[config.mk]
export PLATFORM = sky130hd
export DESIGN_NAME = flash_seq_top
export DESIGN_NICKNAME = d
export VERILOG_FILES = /design/src/rtl/flash_seq_pkg.sv /design/src/rtl/flash_seq_regs.sv /design/src/rtl/flash_seq_shifter.sv /design/src/rtl/flash_seq_fsm.sv /design/src/rtl/flash_seq_top.sv
export SDC_FILE = /design/constraint.sdc
export NUM_CORES = 2
export LEC_CHECK = 0
export BUFFER_PORTS_ARGS = -buffer_cell sky130_fd_sc_hd__buf_4
export CORE_UTILIZATION = 50
export DETAILED_ROUTE_END_ITERATION = 6
export PLACE_DENSITY = 0.66
export SETUP_SLACK_MARGIN = 0.4
export SLEW_MARGIN = 20
export SYNTH_ARGS = -nofsm -noshare
export SYNTH_HDL_FRONTEND = slang
export SYNTH_SLANG_ARGS = --single-unit
[constraint.sdc]
create_clock -name clk -period 6.46 [get_ports clk]
set_input_delay 1.615 -clock clk [delete_from_list [all_inputs] [get_ports clk]]
set_output_delay 1.615 -clock clk [all_outputs]
set_load 0.05 [all_outputs]
[src/rtl/flash_seq_pkg.sv]
package flash_seq_pkg;
  localparam int REG_AW     = 8;
  localparam int CNT_W      = 6;
  localparam int BUF_BYTES  = 1 << CNT_W;
  localparam int BUF_AW     = CNT_W;
  localparam int IDX_W      = CNT_W + 1;
  localparam int FADDR_W    = 24;
  localparam int PAGE_BITS  = 8;

  localparam logic [REG_AW-1:0] OFS_CTL  = 8'h04;
  localparam logic [REG_AW-1:0] OFS_ADDR = 8'h08;
  localparam logic [REG_AW-1:0] OFS_DATA = 8'h10;

  localparam int B_DONE   = 0;
  localparam int B_ERR    = 1;
  localparam int B_BUSY   = 5;
  localparam int B_GO     = 16;
  localparam int B_CYC_LO = 17;
  localparam int B_CNT_LO = 24;

  localparam logic [3:0] CYC_READ  = 4'd0;
  localparam logic [3:0] CYC_PROG  = 4'd2;
  localparam logic [3:0] CYC_ER4K  = 4'd3;
  localparam logic [3:0] CYC_ER64K = 4'd4;
  localparam logic [3:0] CYC_RDSR  = 4'd8;

  localparam logic [7:0] OPC_READ  = 8'h03;
  localparam logic [7:0] OPC_PROG  = 8'h02;
  localparam logic [7:0] OPC_ER4K  = 8'h20;
  localparam logic [7:0] OPC_ER64K = 8'hD8;
  localparam logic [7:0] OPC_RDSR  = 8'h05;
  localparam logic [7:0] OPC_WREN  = 8'h06;

  typedef enum logic [2:0] {
    S_IDLE, S_WREN, S_GAP, S_XFER, S_FIN
  } seq_state_e;
endpackage

[src/rtl/flash_seq_regs.sv]
module flash_seq_regs
  import flash_seq_pkg::*;
(
  input  logic                clk,
  input  logic                rst_n,
  input  logic                bus_wr,
  input  logic [REG_AW-1:0]   bus_addr,
  input  logic [31:0]         bus_wdata,
  output logic [31:0]         bus_rdata,
  input  logic                fsm_busy,
  input  logic                set_done,
  input  logic                set_err,
  output logic                go_pulse,
  output logic [3:0]          cfg_cycle,
  output logic [CNT_W-1:0]    cfg_count,
  output logic [FADDR_W-1:0]  cfg_addr,
  input  logic [BUF_AW-1:0]   buf_idx,
  output logic [7:0]          buf_rbyte,
  input  logic                buf_we,
  input  logic [7:0]          buf_wbyte,
  output logic                flag_done,
  output logic                flag_err
);
  localparam int DW_AW = BUF_AW - 2;
  localparam logic [REG_AW-1:0] DATA_END = OFS_DATA + REG_AW'(BUF_BYTES);

  logic busy_any;
  logic ctl_wr, addr_wr, data_wr, in_data;
  logic cfg_en;
  logic [REG_AW-1:0] data_off;
  logic [DW_AW-1:0]  dw_idx;
  logic done_d, err_d, go_d;
  logic [7:0] mem_q [BUF_BYTES];

  assign busy_any = fsm_busy | go_pulse;
  assign in_data  = (bus_addr >= OFS_DATA) && (bus_addr < DATA_END);
  assign data_off = bus_addr - OFS_DATA;
  assign dw_idx   = data_off[BUF_AW-1:2];
  assign ctl_wr   = bus_wr && (bus_addr == OFS_CTL);
  assign addr_wr  = bus_wr && (bus_addr == OFS_ADDR) && !busy_any;
  assign data_wr  = bus_wr && in_data && !busy_any;
  assign cfg_en   = ctl_wr && !busy_any;

  // flag next state: hardware set wins over a same-cycle software clear
  always_comb begin
    done_d = set_done | (flag_done & ~(ctl_wr & bus_wdata[B_DONE]));
    err_d  = set_err  | (flag_err  & ~(ctl_wr & bus_wdata[B_ERR]));
    go_d   = cfg_en & bus_wdata[B_GO];
  end

  always_ff @(posedge clk or negedge rst_n) begin
    if (!rst_n) begin
      flag_done <= 1'b0;
      flag_err  <= 1'b0;
      go_pulse  <= 1'b0;
    end else begin
      flag_done <= done_d;
      flag_err  <= err_d;
      go_pulse  <= go_d;
    end
  end

  always_ff @(posedge clk or negedge rst_n) begin
    if (!rst_n) begin
      cfg_cycle <= '0;
      cfg_count <= '0;
    end else if (cfg_en) begin
      cfg_cycle <= bus_wdata[B_CYC_LO +: 4];
      cfg_count <= bus_wdata[B_CNT_LO +: CNT_W];
    end
  end

  always_ff @(posedge clk or negedge rst_n) begin
    if (!rst_n) cfg_addr <= '0;
    else if (addr_wr) cfg_addr <= bus_wdata[FADDR_W-1:0];
  end

  // data buffer: sequencer port while busy, software port while idle
  always_ff @(posedge clk) begin
    if (buf_we) begin
      mem_q[buf_idx] <= buf_wbyte;
    end else if (data_wr) begin
      for (int j = 0; j < 4; j++) mem_q[{dw_idx, 2'(j)}] <= bus_wdata[8*j +: 8];
    end
  end

  assign buf_rbyte = mem_q[buf_idx];

  always_comb begin
    bus_rdata = '0;
    if (bus_addr == OFS_CTL) begin
      bus_rdata[B_DONE]               = flag_done;
      bus_rdata[B_ERR]                = flag_err;
      bus_rdata[B_BUSY]               = busy_any;
      bus_rdata[B_CYC_LO +: 4]        = cfg_cycle;
      bus_rdata[B_CNT_LO +: CNT_W]    = cfg_count;
    end else if (bus_addr == OFS_ADDR) begin
      bus_rdata[FADDR_W-1:0] = cfg_addr;
    end else if (in_data) begin
      for (int j = 0; j < 4; j++) bus_rdata[8*j +: 8] = mem_q[{dw_idx, 2'(j)}];
    end
  end
endmodule

[src/rtl/flash_seq_shifter.sv]
module flash_seq_shifter #(
  parameter int HALF_DIV = 2
) (
  input  logic       clk,
  input  logic       rst_n,
  input  logic       start,
  input  logic [7:0] tx_byte,
  output logic       byte_done,
  output logic [7:0] rx_byte,
  output logic       sck,
  output logic       mosi,
  input  logic       miso
);
  localparam int DIV_W = (HALF_DIV > 1) ? $clog2(HALF_DIV) : 1;
  localparam logic [DIV_W-1:0] DIV_LAST = DIV_W'(HALF_DIV - 1);

  logic             act_q, act_d;
  logic             sck_d;
  logic [DIV_W-1:0] div_q, div_d;
  logic [2:0]       bit_q, bit_d;
  logic [7:0]       tx_q, tx_d, rx_d;
  logic             done_d;
  logic             tick;

  assign tick = (div_q == DIV_LAST);

  always_comb begin
    act_d  = act_q;
    sck_d  = sck;
    div_d  = div_q;
    bit_d  = bit_q;
    tx_d   = tx_q;
    rx_d   = rx_byte;
    done_d = 1'b0;
    if (start) begin
      act_d = 1'b1;
      sck_d = 1'b0;
      div_d = '0;
      bit_d = '0;
      tx_d  = tx_byte;
    end else if (act_q) begin
      if (tick) begin
        div_d = '0;
        if (!sck) begin
          sck_d = 1'b1;                        // rising: sample
          rx_d  = {rx_byte[6:0], miso};
        end else begin
          sck_d = 1'b0;                        // falling: shift out
          if (bit_q == 3'd7) begin
            act_d  = 1'b0;
            done_d = 1'b1;
          end else begin
            bit_d = bit_q + 3'd1;
            tx_d  = {tx_q[6:0], 1'b0};
          end
        end
      end else begin
        div_d = div_q + DIV_W'(1);
      end
    end
  end

  always_ff @(posedge clk or negedge rst_n) begin
    if (!rst_n) begin
      act_q     <= 1'b0;
      sck       <= 1'b0;
      div_q     <= '0;
      bit_q     <= '0;
      tx_q      <= '0;
      rx_byte   <= '0;
      byte_done <= 1'b0;
    end else begin
      act_q     <= act_d;
      sck       <= sck_d;
      div_q     <= div_d;
      bit_q     <= bit_d;
      tx_q      <= tx_d;
      rx_byte   <= rx_d;
      byte_done <= done_d;
    end
  end

  assign mosi = tx_q[7];
endmodule

[src/rtl/flash_seq_fsm.sv]
module flash_seq_fsm
  import flash_seq_pkg::*;
(
  input  logic               clk,
  input  logic               rst_n,
  input  logic               go,
  input  logic [3:0]         cfg_cycle,
  input  logic [CNT_W-1:0]   cfg_count,
  input  logic [FADDR_W-1:0] cfg_addr,
  output logic [BUF_AW-1:0]  buf_idx,
  input  logic [7:0]         buf_rbyte,
  output logic               buf_we,
  output logic               set_done,
  output logic               set_err,
  output logic               busy,
  output logic               cs_n,
  output logic               sh_start,
  output logic [7:0]         sh_tx,
  input  logic               sh_done
);
  seq_state_e st_q, st_d;
  logic [IDX_W-1:0] idx_q, idx_d;
  logic launch_d;

  logic op_ok, need_wren, has_addr, rd_dat, wr_dat;
  logic [7:0] opcode;
  logic [IDX_W-1:0] ndata, hdr, last_idx, data_pos;
  logic [PAGE_BITS+1:0] span_end;
  logic crosses;

  // cycle-type decode
  always_comb begin
    op_ok = 1'b1; need_wren = 1'b0; has_addr = 1'b1;
    rd_dat = 1'b0; wr_dat = 1'b0; opcode = OPC_READ; ndata = '0;
    case (cfg_cycle)
      CYC_READ:  begin rd_dat = 1'b1; ndata = {1'b0, cfg_count} + IDX_W'(1); end
      CYC_PROG:  begin opcode = OPC_PROG; need_wren = 1'b1; wr_dat = 1'b1;
                       ndata = {1'b0, cfg_count} + IDX_W'(1); end
      CYC_ER4K:  begin opcode = OPC_ER4K;  need_wren = 1'b1; end
      CYC_ER64K: begin opcode = OPC_ER64K; need_wren = 1'b1; end
      CYC_RDSR:  begin opcode = OPC_RDSR; has_addr = 1'b0; rd_dat = 1'b1;
                       ndata = IDX_W'(1); end
      default:   op_ok = 1'b0;
    endcase
  end

  always_comb begin
    span_end = {2'b00, cfg_addr[PAGE_BITS-1:0]} + (PAGE_BITS+2)'(cfg_count) + (PAGE_BITS+2)'(1);
    crosses  = (rd_dat | wr_dat) & has_addr & (span_end > (PAGE_BITS+2)'(1 << PAGE_BITS));
    hdr      = has_addr ? IDX_W'(4) : IDX_W'(1);
    last_idx = hdr + ndata - IDX_W'(1);
    data_pos = idx_q - hdr;
  end

  assign buf_idx = data_pos[BUF_AW-1:0];
  assign busy    = (st_q != S_IDLE);
  assign cs_n    = !((st_q == S_WREN) || (st_q == S_XFER));

  // byte to shift for the current position of the transaction
  always_comb begin
    if (st_q == S_WREN)                   sh_tx = OPC_WREN;
    else if (idx_q == '0)                 sh_tx = opcode;
    else if (has_addr && idx_q == IDX_W'(1)) sh_tx = cfg_addr[23:16];
    else if (has_addr && idx_q == IDX_W'(2)) sh_tx = cfg_addr[15:8];
    else if (has_addr && idx_q == IDX_W'(3)) sh_tx = cfg_addr[7:0];
    else                                  sh_tx = buf_rbyte;
  end

  always_comb begin
    st_d = st_q; idx_d = idx_q; launch_d = 1'b0;
    set_done = 1'b0; set_err = 1'b0; buf_we = 1'b0;
    case (st_q)
      S_IDLE: if (go) begin
        if (!op_ok || crosses) set_err = 1'b1;
        else begin
          idx_d = '0; launch_d = 1'b1;
          st_d  = need_wren ? S_WREN : S_XFER;
        end
      end
      S_WREN: if (sh_done) st_d = S_GAP;
      S_GAP:  begin st_d = S_XFER; idx_d = '0; launch_d = 1'b1; end
      S_XFER: if (sh_done) begin
        if (rd_dat && idx_q >= hdr) buf_we = 1'b1;
        if (idx_q == last_idx) st_d = S_FIN;
        else begin idx_d = idx_q + IDX_W'(1); launch_d = 1'b1; end
      end
      S_FIN:  begin set_done = 1'b1; st_d = S_IDLE; end
      default: st_d = S_IDLE;
    endcase
  end

  always_ff @(posedge clk or negedge rst_n) begin
    if (!rst_n) begin
      st_q     <= S_IDLE;
      idx_q    <= '0;
      sh_start <= 1'b0;
    end else begin
      st_q     <= st_d;
      idx_q    <= idx_d;
      sh_start <= launch_d;
    end
  end
endmodule

[src/rtl/flash_seq_top.sv]
module flash_seq_top
  import flash_seq_pkg::*;
#(
  parameter int SCK_HALF_DIV = 2
) (
  input  logic        clk,
  input  logic        rst_n,
  input  logic        reg_wr,
  input  logic [7:0]  reg_addr,
  input  logic [31:0] reg_wdata,
  output logic [31:0] reg_rdata,
  output logic        spi_sck,
  output logic        spi_cs_n,
  output logic        spi_mosi,
  input  logic        spi_miso
);
  logic [1:0] rst_sync_q;
  logic       rst_int_n;

  // asynchronous assert, synchronous release
  always_ff @(posedge clk or negedge rst_n) begin
    if (!rst_n) rst_sync_q <= 2'b00;
    else        rst_sync_q <= {rst_sync_q[0], 1'b1};
  end
  assign rst_int_n = rst_sync_q[1];

  logic               fsm_busy, set_done, set_err, go_pulse;
  logic [3:0]         cfg_cycle;
  logic [CNT_W-1:0]   cfg_count;
  logic [FADDR_W-1:0] cfg_addr;
  logic [BUF_AW-1:0]  buf_idx;
  logic [7:0]         buf_rbyte, sh_rx, sh_tx;
  logic               buf_we, flag_done, flag_err;
  logic               sh_start, sh_done, cs_n_int;

  flash_seq_regs u_regs (
    .clk(clk), .rst_n(rst_int_n),
    .bus_wr(reg_wr), .bus_addr(reg_addr), .bus_wdata(reg_wdata), .bus_rdata(reg_rdata),
    .fsm_busy(fsm_busy), .set_done(set_done), .set_err(set_err), .go_pulse(go_pulse),
    .cfg_cycle(cfg_cycle), .cfg_count(cfg_count), .cfg_addr(cfg_addr),
    .buf_idx(buf_idx), .buf_rbyte(buf_rbyte), .buf_we(buf_we), .buf_wbyte(sh_rx),
    .flag_done(flag_done), .flag_err(flag_err)
  );

  flash_seq_fsm u_fsm (
    .clk(clk), .rst_n(rst_int_n), .go(go_pulse),
    .cfg_cycle(cfg_cycle), .cfg_count(cfg_count), .cfg_addr(cfg_addr),
    .buf_idx(buf_idx), .buf_rbyte(buf_rbyte), .buf_we(buf_we),
    .set_done(set_done), .set_err(set_err), .busy(fsm_busy), .cs_n(cs_n_int),
    .sh_start(sh_start), .sh_tx(sh_tx), .sh_done(sh_done)
  );

  flash_seq_shifter #(.HALF_DIV(SCK_HALF_DIV)) u_shift (
    .clk(clk), .rst_n(rst_int_n), .start(sh_start), .tx_byte(sh_tx),
    .byte_done(sh_done), .rx_byte(sh_rx),
    .sck(spi_sck), .mosi(spi_mosi), .miso(spi_miso)
  );

  assign spi_cs_n = cs_n_int;
endmodule

After elaboration in Yosys (flattened, before gate mapping)
Memories as Yosys holds them, arrays and structs flattened.
Cells that the tools add are included.

operators by class
  equality and inequality tests = 22
  add/subtract/negate cells = 10
  multiplexer cells = 83
  reductions and logical operators = 34
  bitwise operators = 15
  magnitude comparators = 4

operators with widths
  cell                   count
  $mux 8                 12
  $mux 1                 40
  $mux 3                 13
  $mux 32                1
  $pmux 8 s4             1
  $mux 7                 4
  $mux 24                1
  $pmux 7 s3             1
  $eq 7x2->1 const B     2
  $pmux 7 s2             1
  $mux 6                 2
  $ne 2x2->1 const B     6
  $pmux 3 s4             1
  $logic_and 1x1->1      11
  $mux 11                1
  $add 10x1->10 const B  1
  $gt 10x9->1 const B    1
  $reduce_and 5->1       2
  $add 8x6->9            1
  $eq 4x2->1 const B     2
  $eq 8x3->1 const B     1
  $eq 8x4->1 const B     1
  $ge 8x5->1 const B     1
  $lt 8x7->1 const B     1
  other kinds (36)       60

word-level totals
  input bits = 44
  memories = 1
  bits in writable memories = 512
  output and inout port bits = 35
  flip-flop bits (word level) = 73

memories
  name          depth  width  rd ports  clocked after memory_dff  wr ports  RTL line              RTL
  u_regs.mem_q  64     8      5         0                         4         flash_seq_regs.sv:33  logic [7:0] mem_q [BUF_BYTES];

Depth between registers and ports, before layout
  depth after elaboration = 11
  gate-level depth with buffers = 17

By module
A second synthesis with hierarchy kept.

unflattened totals
  cell total of the unflattened synthesis = 2485
  area total of the unflattened synthesis = 36060.8 sq um

modules (own cells, without submodules)
  module             area an instance (sq um)  instances  cells each
  flash_seq_regs     32834.0                   1          2142
  flash_seq_fsm      2108.3                    1          271
  flash_seq_shifter  1064.8                    1          69
  flash_seq_top      53.8                      1          3

Least setup slack after synthesis
OpenSTA, ideal clock, no wires.

  kind = in2out
  start = input port reg_addr[4]
  end = output port reg_rdata[22]
  slack = 0.622 ns
  arrival = 4.223 ns
  stages = 10
  data required time = 4.845 ns
  cell sequence = clkbuf_1 -> clkbuf_1 -> inv_1 -> ha_1 -> nand2b_1 -> a31oi_1 -> nor3_1 -> buf_2 -> clkbuf_1 -> a22o_1

on the way
  word-level cells in the longest chain between the ends = 5
  elaborated cells between the ends (all ways) = 10
  classes of those cells = add/sub: 1; order compare: 2; eq/ne: 2; mux: 3; reduce/logical: 1; memory: 1

ends and longest elaborated chain
  item                                                      RTL line              RTL
  from (decl)                                               flash_seq_top.sv:9    input logic [7:0] reg_addr,
  $sub 6x5->6, or another cell as far along                 flash_seq_regs.sv:37  assign data_off = bus_addr - OFS_DATA;
  $mem_v2 64x8 / $logic_and 1x1->1 (equally long branches)  n/a
  $mux 32                                                   flash_seq_regs.sv:99  end else if (in_data) begin
  $mux 24                                                   flash_seq_regs.sv:97  end else if (bus_addr == OFS_ADDR) begin
  $mux 3 *                                                  flash_seq_regs.sv:91  if (bus_addr == OFS_CTL) begin
  to (decl)                                                 flash_seq_top.sv:11   output logic [31:0] reg_rdata,

Mark *: on every way between the ends. The rest lies on a longest branch, timed or not.

Worst setup path in the final report
  start = input port reg_addr[2]
  end = output port reg_rdata[1]

on the way
  word-level cells in the longest chain between the ends = 5
  elaborated cells between the ends (all ways) = 10
  classes of those cells = add/sub: 1; order compare: 2; eq/ne: 2; mux: 3; reduce/logical: 1; memory: 1

ends and longest elaborated chain
  item                                                      RTL line
  $sub 6x5->6, or another cell as far along                 flash_seq_regs.sv:37
  $mem_v2 64x8 / $logic_and 1x1->1 (equally long branches)  n/a
  $mux 32                                                   flash_seq_regs.sv:99
  $mux 24                                                   flash_seq_regs.sv:97
  $mux 2 *                                                  flash_seq_regs.sv:91

Marked as above.

==> impl_metrics.csv <==
group,metric,value,unit
synthesis,syn_nets,3040,
sta,final.setup.tns,0,ns
critical_path,critical_path_class,"input port to output pin",
synthesis,async_flop_share,12.48,%
grt,grt_pass1_vias,26040,
finish,syn_to_final_growth,12.72,%
power_and_ir_drop,powerDensity,281.8,nW/um^2
status,violations,"DRC",
critical_path,rrSetupSlack,0.84,ns
drt,drt-total-wl,158700,um
critical_path,cp-end-kind,"output pin",
hold_path,min_path_type,"register to asynchronous set/reset pin",
power_and_ir_drop,seqPwrFrac,43.1,%
floorplanning,num_rows,94,
floorplanning,die_h,261.4,um
placement,dpl.cell_count,3793,
sta,fin_crit_sh,90.13,%
finish,stdcell_count,3923,
synthesis,syn_avg_cell_area,11.34,um^2
synthesis,syn_inst,2966,
placement,port_buffers,78,
grt,antenna_found_initial,18,
cts,cts_max_level,3,
drt,viasPerCell,7.166,
status,status,"finished with violations",
critical_path,cpMostUsedCell,"mux4_2",
placement,place_hpwl,113000,um
synthesis,yosysMostFrequentCell,"nand2_1",
synthesis,synth-seq-area-share,51.13,%
sta,worst_pin_slew,1.174,ns
synthesis,synth_top_area_cell,"edfxtp_1",
flow_run,cap_violations,0,
critical_path,path_cells,"buf_8 -> buf_12 -> mux4_2 -> mux4_2 -> a222oi_1 -> inv_1 -> buf_4",
drt,wl_per_cell,40.45,um
sta,fmax,0.1718,GHz
grt,grt_start_max_net_pins,74,
finish,regArea,17210,um^2
cts,holdBufCountCts,0,
floorplanning,io_pins,79,
synthesis,synth_top_area_share,45.70,%
placement,gp_congestion,1.122,
critical_path,cp-start-kind,"input port",
critical_path,cp.required,4.85,ns
cts,clock_sinks,585,
power_and_ir_drop,irDropWorstVdd,0.2015,mV
drt,detail-route-antenna-nets,0,
cts,cts_tree,"built",
floorplanning,start_util,50.80,%
floorplanning,core_region_area,66220,um^2
synthesis,yosys_warnings,0,
drt,dr_total_vias,28110,
sta,clock-skew-final,0.02431,ns
power_and_ir_drop,p_int,7.422,mW
drt,drt_iter0_markers,5334,
finish,nets,3072,
sta,setup-violations-final,0,
synthesis,synth_edf_count,512,
critical_path,path_max_fanout,44,
cts,cts_setup_buffers,0,
synthesis,synth_common_cells,"1231 x nand2_1, 512 x edfxtp_1, 286 x mux4_2, 174 x clkbuf_1, 88 x o21ai_0",
finish,layout-drive-gt1-share,23.65,%
power_and_ir_drop,power_frac_clock,37.3,%
grt,grt_pass1_wl,214300,um
power_and_ir_drop,leakage,16.13,nW
floorplanning,die_area,68320,um^2
critical_path,cp_data_arrival_time,4.21,ns
sta,hold_violations,0,
synthesis,ys_seq_elements,585,
finish,multi_input_area,15420,um^2
sta,rsz0062_at_grt,"no",
finish,fillerInstances,5451,
grt,gr-total-overflow,0,
drt,dr.pass1.iters,7,
critical_path,crit_slowest_cell,"mux4_2",
power_and_ir_drop,switchingPower,3.262,mW
cts,cts_buffers,67,
synthesis,synthTopCellsByArea,"edfxtp_1 46%, mux4_2 19%, nand2_1 14%",
sta,slew_headroom,21.71,%
drt,drc,21,
sta,slew_violations,0,
synthesis,yosysUniqueCellTypes,69,
cts,cts-root-buf,"clkbuf_16",
power_and_ir_drop,switching_share,30.53,%
power_and_ir_drop,power_frac_comb,19.6,%
grt,grt_use_total,47.11,%
cts,clk_path_buf_depth,3,
sta,whs,0.1754,ns
cts,clkLatencyLatePin,0.64,ns
critical_path,cpPeakStageDelay,0.61,ns
synthesis,netlist_area,33640,um^2
sta,finalCriticalPeriod,5.822,ns
cts,clk_pin_slew,0.06,ns
cts,cts.repair.resized,0,
floorplanning,die_width,261.4,um
synthesis,synthFlopType,"edfxtp_1",
[placed cells by master (no fill, tap or decap), types with 8 or more instances in the layout]
master,n
nor2_1,69
mux4_2,286
nand2b_1,9
xor2_1,8
nor2_2,13
nor3_1,14
dfrtp_1,72
nor2b_1,12
nor4_1,9
inv_1,25
buf_4,217
a22o_1,24
nand3_1,30
o22ai_1,22
o21ai_2,17
edfxtp_1,512
mux2i_1,26
clkinv_2,10
ha_1,26
a21oi_1,37
xnor2_1,12
a211oi_1,12
nand2_1,1231
a21o_1,8
mux2_2,56
buf_12,10
clkbuf_1,16
clkbuf_16,70
o21ai_0,69
[logic make-up after synthesis]
group	share of synthesized area, %
AO/OA/AOI/OAI	4.541
XOR/XNOR	0.6286
adder cells (fa/ha/maj)	1.160
buffers and inverters	3.567
flip-flops	51.13
multiplexers	22.26
other	0.01115
AND/OR/NAND/NOR	16.69
[area by class of cell]
type	instances	share of cell area (%)
well taps	864	2.851
clock buffers	92	4.996
inverters	25	0.2475
diodes	6	0.03960
repair buffers	229	4.894
clock inverters	32	0.9404
flip-flops and latches	585	45.38
multi-input cells	2090	40.66
[worst max-delay path: cells and delay by family]
kind	cells	cell delay, ns
muxes	2	1.20
buffers and inverters	4	1.02
AOI/OAI and AO/OA	1	0.32
[final timing paths]
kind                                startpoint                   to  depth (start not counted)
setup / recovery                   reg_addr[2]         reg_rdata[1]                          7
hold / removal                   rst_sync_q[1]   u_shift.rx_byte[4]                          0
setup reg to reg           u_regs.cfg_cycle[2]  u_regs.mem_q[62][1]                          8
hold reg to reg                  rst_sync_q[1]   u_shift.rx_byte[4]                          0
max in group asynchronous        rst_sync_q[1]   u_shift.rx_byte[2]                          1
min in group clk                 rst_sync_q[0]        rst_sync_q[1]                          0
[per-stage QoR]
step,util [%],worst slack (ns),area (um^2),total power [mW]
floorplan,-,0.6220,33640,5.913
global placement,53.84,0.6714,35650,6.607
detailed placement,53.84,0.6751,35650,6.688
CTS,57.24,0.6746,37900,10.58
global route,57.24,0.5829,37900,10.94
finish,57.26,0.6378,37920,10.68
[power by group through the flow]
stage | registers, mW | logic, mW | clock network [mW]
after global placement | 4.67 | 1.94 | 0
after detailed placement | 4.68 | 2.01 | 0
final | 4.61 | 2.09 | 3.99
after CTS | 4.60 | 2.01 | 3.97
after floorplan | 4.62 | 1.29 | 0
after global routing | 4.61 | 2.23 | 4.11
[sequential cells by signal, summed over array words and instances, names as in the netlist, 2 cells and up]
register / cells
u_fsm.st_q: 3
u_shift.tx_q: 8
u_regs.cfg_count: 6
u_regs.cfg_addr: 24
u_fsm.idx_q: 7
u_shift.rx_byte: 8
rst_sync_q: 2
u_regs.mem_q: 512
u_shift.bit_q: 3
u_regs.cfg_cycle: 4
[metal layers]
metal	vias to the layer above	part of all wire, %	wire, um	global-route usage, %
li1	10790	-	-	-
met1	13710	34	54080	60.37
met2	2971	41	65540	66.05
met3	632	16	25310	17.13
met4	14	8.6	13650	33.88
met5	-	0.062	98	0
Note: power is estimated with default switching activity, not from simulation.
